$ cat src/rtl/stall_lock_pkg.sv
package stall_lock_pkg;

  typedef enum logic {
    ST_NORMAL = 1'b0,
    ST_LOCK   = 1'b1
  } lockState_t;

  // datapath -> control
  typedef struct packed {
    logic trigHit;
    logic keyMatch;
  } matchInfo_t;

  // control -> datapath
  typedef struct packed {
    logic holdStall;
  } ctrlStrobe_t;

endpackage

$ cat src/rtl/stall_lock_dp.sv
module stall_lock_dp
  import stall_lock_pkg::*;
#(
  parameter int IN_W = 8,
  parameter int KEY_W = 6,
  parameter logic [IN_W-1:0] TRIGGER = '0
) (
  input  logic              clk,
  input  logic              rst,
  input  logic [IN_W-1:0]   dataIn,
  input  logic [KEY_W-1:0]  keyIn,
  input  logic              stallIn,
  input  ctrlStrobe_t       ctrl,
  output matchInfo_t        info,
  output logic              stallOut
);

  logic [KEY_W-1:0] trigBits;
  logic [KEY_W-1:0] keyBits;
  logic trigHit;
  logic inKeyEq;
  logic perturbed;
  logic restore;

  // per-bit comparators; only the low KEY_W bus bits take part
  for (genvar i = 0; i < KEY_W; i++) begin : g_cmp
    assign trigBits[i] = ~(dataIn[i] ^ TRIGGER[i]);
    assign keyBits[i]  = ~(dataIn[i] ^ keyIn[i]);
  end

  assign trigHit = &trigBits;
  assign inKeyEq = &keyBits;

  // perturb path forces the stall on the trigger
  assign perturbed = stallIn | trigHit;
  // restore path flips it back only where perturb changed it
  assign restore   = trigHit & inKeyEq & ~stallIn;

  assign stallOut = ctrl.holdStall | (perturbed ^ restore);

  assign info.trigHit  = trigHit;
  assign info.keyMatch = inKeyEq;

  assert_wrong_key_stall_R3: assert property (@(posedge clk) disable iff (rst)
    (info.trigHit && !info.keyMatch) |-> stallOut);

  assert_hold_forces_stall_R5: assert property (@(posedge clk) disable iff (rst)
    ctrl.holdStall |-> stallOut);

  assert_transparent_R2_R4: assert property (@(posedge clk) disable iff (rst)
    (!ctrl.holdStall && (!info.trigHit || info.keyMatch)) |-> (stallOut == stallIn));

endmodule

$ cat src/rtl/stall_lock_ctrl.sv
module stall_lock_ctrl
  import stall_lock_pkg::*;
#(
  parameter int LOCK_CYCLES = 1000
) (
  input  logic        clk,
  input  logic        rst,
  input  matchInfo_t  info,
  output ctrlStrobe_t ctrl
);

  localparam int CNT_W = (LOCK_CYCLES > 1) ? $clog2(LOCK_CYCLES) : 1;
  localparam logic [CNT_W-1:0] CNT_LOAD = CNT_W'(LOCK_CYCLES - 1);

  lockState_t       state;
  logic [CNT_W-1:0] cnt;
  logic             launch;
  logic             cntZero;

  assign cntZero = (cnt == '0);
  assign launch  = (state == ST_NORMAL) && info.trigHit && !info.keyMatch;

  always_ff @(posedge clk) begin
    if (rst) begin
      state <= ST_NORMAL;
      cnt   <= '0;
    end else begin
      case (state)
        ST_NORMAL: begin
          if (launch) begin
            state <= ST_LOCK;
            cnt   <= CNT_LOAD;
          end
        end
        ST_LOCK: begin
          if (cntZero) begin
            state <= ST_NORMAL;
          end else begin
            cnt <= cnt - 1'b1;
          end
        end
        default: state <= ST_NORMAL;
      endcase
    end
  end

  assign ctrl.holdStall = (state == ST_LOCK);

  assert_launch_load_R5: assert property (@(posedge clk) disable iff (rst)
    launch |=> (state == ST_LOCK && cnt == CNT_LOAD));

  assert_no_restart_R6_R7: assert property (@(posedge clk) disable iff (rst)
    (state == ST_LOCK && !cntZero) |=> (state == ST_LOCK && cnt == $past(cnt) - 1'b1));

  assert_lock_ends_R5: assert property (@(posedge clk) disable iff (rst)
    (state == ST_LOCK && cntZero) |=> (state == ST_NORMAL));

  assert_reset_clear_R1: assert property (@(posedge clk)
    $past(rst) |-> (state == ST_NORMAL && cntZero));

endmodule

$ cat src/rtl/stall_lock_unit.sv
module stall_lock_unit
  import stall_lock_pkg::*;
#(
  parameter int IN_W = 8,
  parameter int KEY_W = 6,
  parameter logic [IN_W-1:0] TRIGGER = 8'hA5,
  parameter int LOCK_CYCLES = 1000
) (
  input  logic             clk,
  input  logic             rst,
  input  logic [IN_W-1:0]  dataIn,
  input  logic [KEY_W-1:0] keyIn,
  input  logic             stallIn,
  output logic             stallOut
);

  matchInfo_t  info;
  ctrlStrobe_t ctrl;

  stall_lock_dp #(
    .IN_W(IN_W), .KEY_W(KEY_W), .TRIGGER(TRIGGER)
  ) dp_i (
    .clk(clk), .rst(rst), .dataIn(dataIn), .keyIn(keyIn),
    .stallIn(stallIn), .ctrl(ctrl), .info(info), .stallOut(stallOut)
  );

  stall_lock_ctrl #(
    .LOCK_CYCLES(LOCK_CYCLES)
  ) ctrl_i (
    .clk(clk), .rst(rst), .info(info), .ctrl(ctrl)
  );

endmodule

$ cat config.mk
export PLATFORM = sky130hd
export DESIGN_NAME = stall_lock_unit
export DESIGN_NICKNAME = d
export VERILOG_FILES = /design/src/rtl/stall_lock_pkg.sv /design/src/rtl/stall_lock_dp.sv /design/src/rtl/stall_lock_ctrl.sv /design/src/rtl/stall_lock_unit.sv
export SDC_FILE = /design/constraint.sdc
export NUM_CORES = 1
export LEC_CHECK = 0
export BUFFER_PORTS_ARGS = -buffer_cell sky130_fd_sc_hd__clkbuf_2
export CAP_MARGIN = 20
export CORE_MARGIN = 8
export CORE_UTILIZATION = 49
export DETAILED_ROUTE_END_ITERATION = 10
export HOLD_SLACK_MARGIN = 0.05
export PLACE_DENSITY = 0.74
export SYNTH_ARGS = -nofsm -noshare
export SYNTH_HDL_FRONTEND = slang
export SYNTH_SLANG_ARGS = --single-unit
$ cat constraint.sdc
create_clock -name clk -period 3.75 [get_ports clk]
set_input_delay 0.75 -clock clk [delete_from_list [all_inputs] [get_ports clk]]
set_output_delay 0.75 -clock clk [all_outputs]
set_load 0.02 [all_outputs]
# Word-level counts from Yosys, hierarchy flattened
# Index checks and enable logic that the tools add are counted.
[word_totals]
regBits = 11
inputBits = 17
output_inout_bits = 1
elab_cells = 40
[op_classes]
addsub = 1
eq_ne = 2
mux = 6
bitwise = 22
n_reduce_logical = 7
[ops]
columns = ["op", "n"]
rows = [
  ["$mux W10", 2],
  ["$pmux W10 S2", 1],
  ["$reduce_and A6 Y1", 2],
  ["$not A1 Y1", 11],
  ["$logic_not A10 Y1", 1],
  ["$sub A10 B1 Y10 const B", 1],
  ["$xor A1 B1 Y1", 7],
  ["$and A1 B1 Y1", 2],
  ["$logic_and A1 B1 Y1", 2],
  ["$mux W1", 2],
  ["$ne A2 B1 Y1 const B", 1],
  ["$ne A2 B2 Y1 const B", 1],
  ["$or A1 B1 Y1", 2],
  ["$pmux W1 S2", 1],
  ["$reduce_and A2 Y1", 1],
  ["$logic_not A1 Y1", 1],
]

# Depth between registers and ports, before layout
[depth]
word_depth = 7
mapped_depth = 6

# Modules after synthesis
# A second synthesis with hierarchy kept.
[unflattened]
cells_unflattened = 81
hier_area_um2 = 699.4
[by_module_without_submodules]
columns = ["module", "instances", "cells_each", "area_each_um2"]
rows = [
  ["stall_lock_ctrl", 1, 66, 583.1],
  ["stall_lock_dp", 1, 15, 116.4],
]

# Worst setup path after synthesis
# No wires, ideal clock.
[synth_timing]
path_kind = "input to output"
start = "in dataIn[1]"
end = "out stallOut"
arrival_ps = 1740
t_required_ps = 3000
setup_slack_ps = 1260
stages = 3
path_buffers = 0
path_cell_list = "or4b_4 -> a211oi_4 -> or3_1"
[synth_via]
elab_chain_cells = 7
[synth_lines]
columns = ["element", "line", "text"]
rows = [
  ["from (decl)", "stall_lock_unit.sv:11", "input logic [IN_W-1:0] dataIn,"],
  ["$xor A1 B1 Y1", "stall_lock_dp.sv:28", "assign keyBits[i] = ~(dataIn[i] ^ keyIn[i]);"],
  ["$not A1 Y1", "stall_lock_dp.sv:28", ""],
  ["$reduce_and A6 Y1", "stall_lock_dp.sv:32", "assign inKeyEq = &keyBits;"],
  ["$and A1 B1 Y1 (2 in series)", "stall_lock_dp.sv:37", "assign restore = trigHit & inKeyEq & ~stallIn;"],
  ["$xor A1 B1 Y1 (*)", "stall_lock_dp.sv:39", "assign stallOut = ctrl.holdStall | (perturbed ^ restore);"],
  ["$or A1 B1 Y1 (*)", "stall_lock_dp.sv:39", ""],
  ["to (decl)", "stall_lock_unit.sv:14", "output logic stallOut"],
]
# Every way passes the cells marked *; elsewhere a longest branch is shown, timed or not.

# Worst setup path in the final report
# Same ends and word-level chain as after synthesis.

==> impl_metrics.prom <==
# TYPE chip_impl_metric gauge
chip_impl_metric{name="std_cell_core_area",unit="mm^2"} 0.00144
chip_impl_metric{name="num_antenna_cells",unit=""} 0
chip_impl_metric{name="routed_wirelength",unit="um"} 1700
chip_impl_metric{name="num_vias",unit=""} 690
chip_impl_metric{name="syn_nets",unit=""} 97
chip_impl_metric{name="timing.final.crit_period",unit="ps"} 2690
chip_impl_metric{name="max_freq",unit="MHz"} 372
chip_impl_info{name="worst_path_most_repeated_cell",value="clkbuf_2"} 1
chip_impl_info{name="critPathSlowestCell",value="or4b_4"} 1
chip_impl_metric{name="total_leakage_power",unit="nW"} 0.305
chip_impl_metric{name="clk-insertion-delay-late",unit="ps"} 280
chip_impl_info{name="layout_commonest_cell",value="clkbuf_2"} 1
chip_impl_info{name="grt_setup_unrepaired",value="false"} 1
chip_impl_metric{name="critical-path-max-stage-delay",unit="ps"} 550
chip_impl_metric{name="post-route-period-util",unit=""} 0.716
chip_impl_metric{name="dp_hpwl",unit="um"} 1340
chip_impl_metric{name="detail-route-antenna-nets",unit=""} 0
chip_impl_metric{name="fraction_of_final_layout_cells_sized_beyond_drive_strength_1",unit=""} 0.295
chip_impl_metric{name="max_slew_margin",unit=""} 0.614
chip_impl_info{name="timing_worst_setup_path_type",value="in2out"} 1
chip_impl_info{name="critPathLaunch",value="dataIn[1]"} 1
chip_impl_metric{name="global_route.overflow_total",unit=""} 0
chip_impl_metric{name="io_buffer_count",unit=""} 15
chip_impl_metric{name="track_usage",unit=""} 0.128
chip_impl_info{name="result_of_the_run",value="finished, final reports clean"} 1
chip_impl_info{name="timing.critical_path.cells",value="clkbuf_2 > or4b_4 > a211oi_4 > or3_1 > clkbuf_2"} 1
chip_impl_metric{name="syn_avg_cell_area",unit="um^2"} 9.12
chip_impl_metric{name="worstSetupPathDepth",unit=""} 5
chip_impl_metric{name="gpl.final_weighted_congestion",unit=""} 0.868
chip_impl_metric{name="post_cts.repair.setup_buffers",unit=""} 0
chip_impl_metric{name="synthToLayoutAreaGrowth",unit="%"} 15.3
chip_impl_metric{name="post_cts_resized",unit=""} 0
chip_impl_metric{name="rows",unit=""} 14
chip_impl_metric{name="cts_sinks",unit=""} 11
chip_impl_metric{name="slew_viol_final",unit=""} 0
chip_impl_metric{name="setup_clock_skew_after_layout",unit="ps"} 6.03
chip_impl_metric{name="placement.cell_area",unit="um^2"} 805
chip_impl_metric{name="fillCellCount",unit=""} 137
chip_impl_metric{name="p_per_cell_area",unit="mW/mm^2"} 295
chip_impl_metric{name="drt-vias-per-instance",unit=""} 6.22
chip_impl_metric{name="syn_area",unit="um^2"} 721
chip_impl_metric{name="grt_max_degree",unit=""} 18
chip_impl_metric{name="ys_seq_area_frac",unit=""} 0.306
chip_impl_metric{name="synth.lib_cells_used.distinct",unit=""} 34
chip_impl_metric{name="design.final.nets",unit=""} 114
chip_impl_info{name="cts_root_buf",value="clkbuf_4"} 1
chip_impl_metric{name="clock_pin_transition_on_the_worst_setup_and_hold_timing_paths",unit="ps"} 80
chip_impl_metric{name="min_delay_path_depth",unit=""} 2
chip_impl_metric{name="worst_slew_pin_slew",unit="ps"} 579
chip_impl_metric{name="cts_max_level",unit=""} 1
chip_impl_metric{name="effective_utilization_at_floorplan",unit=""} 0.502
chip_impl_metric{name="ys_warn_count",unit=""} 0
chip_impl_metric{name="worst_r2r_path_depth",unit=""} 6
chip_impl_metric{name="dieWidth",unit="um"} 54.4
chip_impl_metric{name="synth_seq_cells",unit=""} 11
chip_impl_metric{name="synthesis.instances",unit=""} 79
chip_impl_metric{name="drt_iter0_drc",unit=""} 20
chip_impl_metric{name="regArea",unit="um^2"} 220
chip_impl_metric{name="global_route_wire_length_before_repair",unit="um"} 2820
chip_impl_metric{name="finalSetupTns",unit="ps"} 0
chip_impl_metric{name="drt_first_pass_iters",unit=""} 4
chip_impl_metric{name="chipHeight",unit="um"} 54.4
chip_impl_metric{name="ir_drop",unit="V"} 0.000182
chip_impl_metric{name="worstPathRequired",unit="ps"} 3000
chip_impl_info{name="min_path_type",value="reg2reg"} 1
chip_impl_metric{name="post_drt_wl_per_cell",unit="um"} 15.3
chip_impl_metric{name="report.final.setup_viol",unit=""} 0
chip_impl_metric{name="critical_path_arrival",unit="ps"} 1940
chip_impl_metric{name="ioPinCount",unit=""} 18
chip_impl_metric{name="maxCapViolations",unit=""} 0
chip_impl_info{name="tritoncts",value="done"} 1
chip_impl_metric{name="timing.critical_path.buf_inv",unit=""} 2
chip_impl_metric{name="fp.dieArea",unit="mm^2"} 0.00295
chip_impl_metric{name="grt_pass1_vias",unit=""} 655
chip_impl_metric{name="finish.instance_area",unit="um^2"} 831
chip_impl_info{name="hold_start",value="ctrl_i.cnt[6]$_SDFFE_PP0P_"} 1
chip_impl_metric{name="cts_buffers",unit=""} 3
chip_impl_metric{name="multi_input_area",unit="um^2"} 470
chip_impl_metric{name="grt_antenna_before_repair",unit=""} 0
chip_impl_info{name="crit_path_end_kind",value="output port"} 1
chip_impl_metric{name="drc",unit=""} 0
chip_impl_info{name="regToRegStartpoint",value="ctrl_i.cnt[0]$_SDFFE_PP0P_"} 1
chip_impl_info{name="layout.cells.most_common_list",value="clkbuf_2, dfxtp_1, nand2_1"} 1
chip_impl_metric{name="fin_total_pwr",unit="W"} 0.000245
chip_impl_metric{name="cts_hold_buffers",unit=""} 0
chip_impl_metric{name="final_hold_fails",unit=""} 0
chip_impl_metric{name="clock_tree.buffer_depth",unit=""} 2
chip_impl_info{name="setup.worst_path.start_class",value="input pin"} 1
chip_impl_info{name="worst_path_dominant_cell_family",value="simple AND/OR/NAND/NOR gates"} 1
chip_impl_metric{name="worstPathMaxFanout",unit=""} 4
[cells in the mapped netlist]
cell       instances  area share
a2111oi_0          1       0.012
a2111oi_4          2       0.076
a211o_1            3       0.036
a211oi_4           1       0.028
a21oi_1            3       0.021
a221oi_1           1       0.012
a311o_1            1       0.014
a31oi_1            1      0.0087
a32o_1             1       0.014
and3_1             1      0.0087
and4bb_2           1       0.017
clkbuf_1           3       0.016
dfxtp_1           11        0.31
ha_1               1       0.017
inv_1              5       0.026
nand2_1            7       0.036
nand4_1            3       0.026
nor2_1             2       0.010
nor2b_1            2       0.017
nor3_1             5       0.035
nor3b_1            1       0.010
nor4_1             2       0.017
o211ai_1           3       0.031
o21ai_0            6       0.042
o21ai_2            1       0.012
o2bb2ai_1          2       0.024
o311ai_0           1       0.012
o31ai_4            1       0.030
or2_2              1      0.0087
or3_1              2       0.017
or3_4              1       0.016
or3b_2             1       0.012
or4_1              1       0.010
or4b_4             1       0.019
[path summary, 6_finish.rpt]
check,endpoint,slack (ps)
setup / recovery,stallOut,1060
hold reg to reg,ctrl_i.cnt[6]$_SDFFE_PP0P_,480
setup reg to reg,ctrl_i.cnt[8]$_SDFFE_PP0P_,1690
hold / removal,ctrl_i.cnt[6]$_SDFFE_PP0P_,480
[per-layer routing]
metal  up-vias  wire (um)  global-route usage
met5         -          0                   0
met1       315        740               0.156
met4         0         36              0.0615
li1        343          -                   -
met2        27        744               0.202
met3         5        180              0.0353
[worst reg2reg max path: stages (launching register included)]
cell       delay [ps]
dfxtp_1           340
inv_1             100
ha_1              210
or3b_2            550
a2111oi_0         310
o21ai_0           170
a32o_1            280
[cell type report]
cell class                      instances  area share
Multi-Input combinational cell         60       0.566
Sequential cell                        11       0.265
Timing Repair Buffer                   15      0.0904
Clock buffer                            4      0.0316
Tap cell                               16      0.0241
Inverter                                5      0.0226
[power breakdown]
part / internal (W) / total, W / switching (W) / leakage (nW)
sequential: 0.000119 / 0.000122 / 0.00000304 / 0.0889
combinational: 0.0000171 / 0.0000384 / 0.0000213 / 0.201
clock: 0.0000413 / 0.0000849 / 0.0000436 / 0.0150
total: 0.000177 / 0.000245 / 0.0000679 / 0.305
[state kept, by name, summed over array words and instances, names as in the netlist]
signal and cells:
ctrl_i.cnt 10, ctrl_i.ctrl 1
[per-stage QoR]
| stage | utilization | instances | hold WS (ps) | setup slack [ps] |
|---|---|---|---|---|
| 2_1_floorplan | - | 79 | 453 | 1260 |
| 3_3_place_gp | 0.560 | 107 | 463 | 1070 |
| 3_5_place_dp | 0.560 | 107 | 472 | 1050 |
| 4_1_cts | 0.578 | 111 | 479 | 1050 |
| 5_1_grt | 0.578 | 111 | 507 | 1010 |
| 6_report | 0.578 | 111 | 478 | 1060 |
[kinds of logic (layout without fill, tap and decap cells)]
family	count (synthesis)	after routing	synth area share
AOI/OAI and AO/OA	28	28	0.373
buffers and inverters	8	24	0.0417
DFF	11	11	0.306
and+or+nand+nor	31	31	0.262
adders and majority gates	1	1	0.0174
No activity file was read; power rests on OpenSTA's default activity.
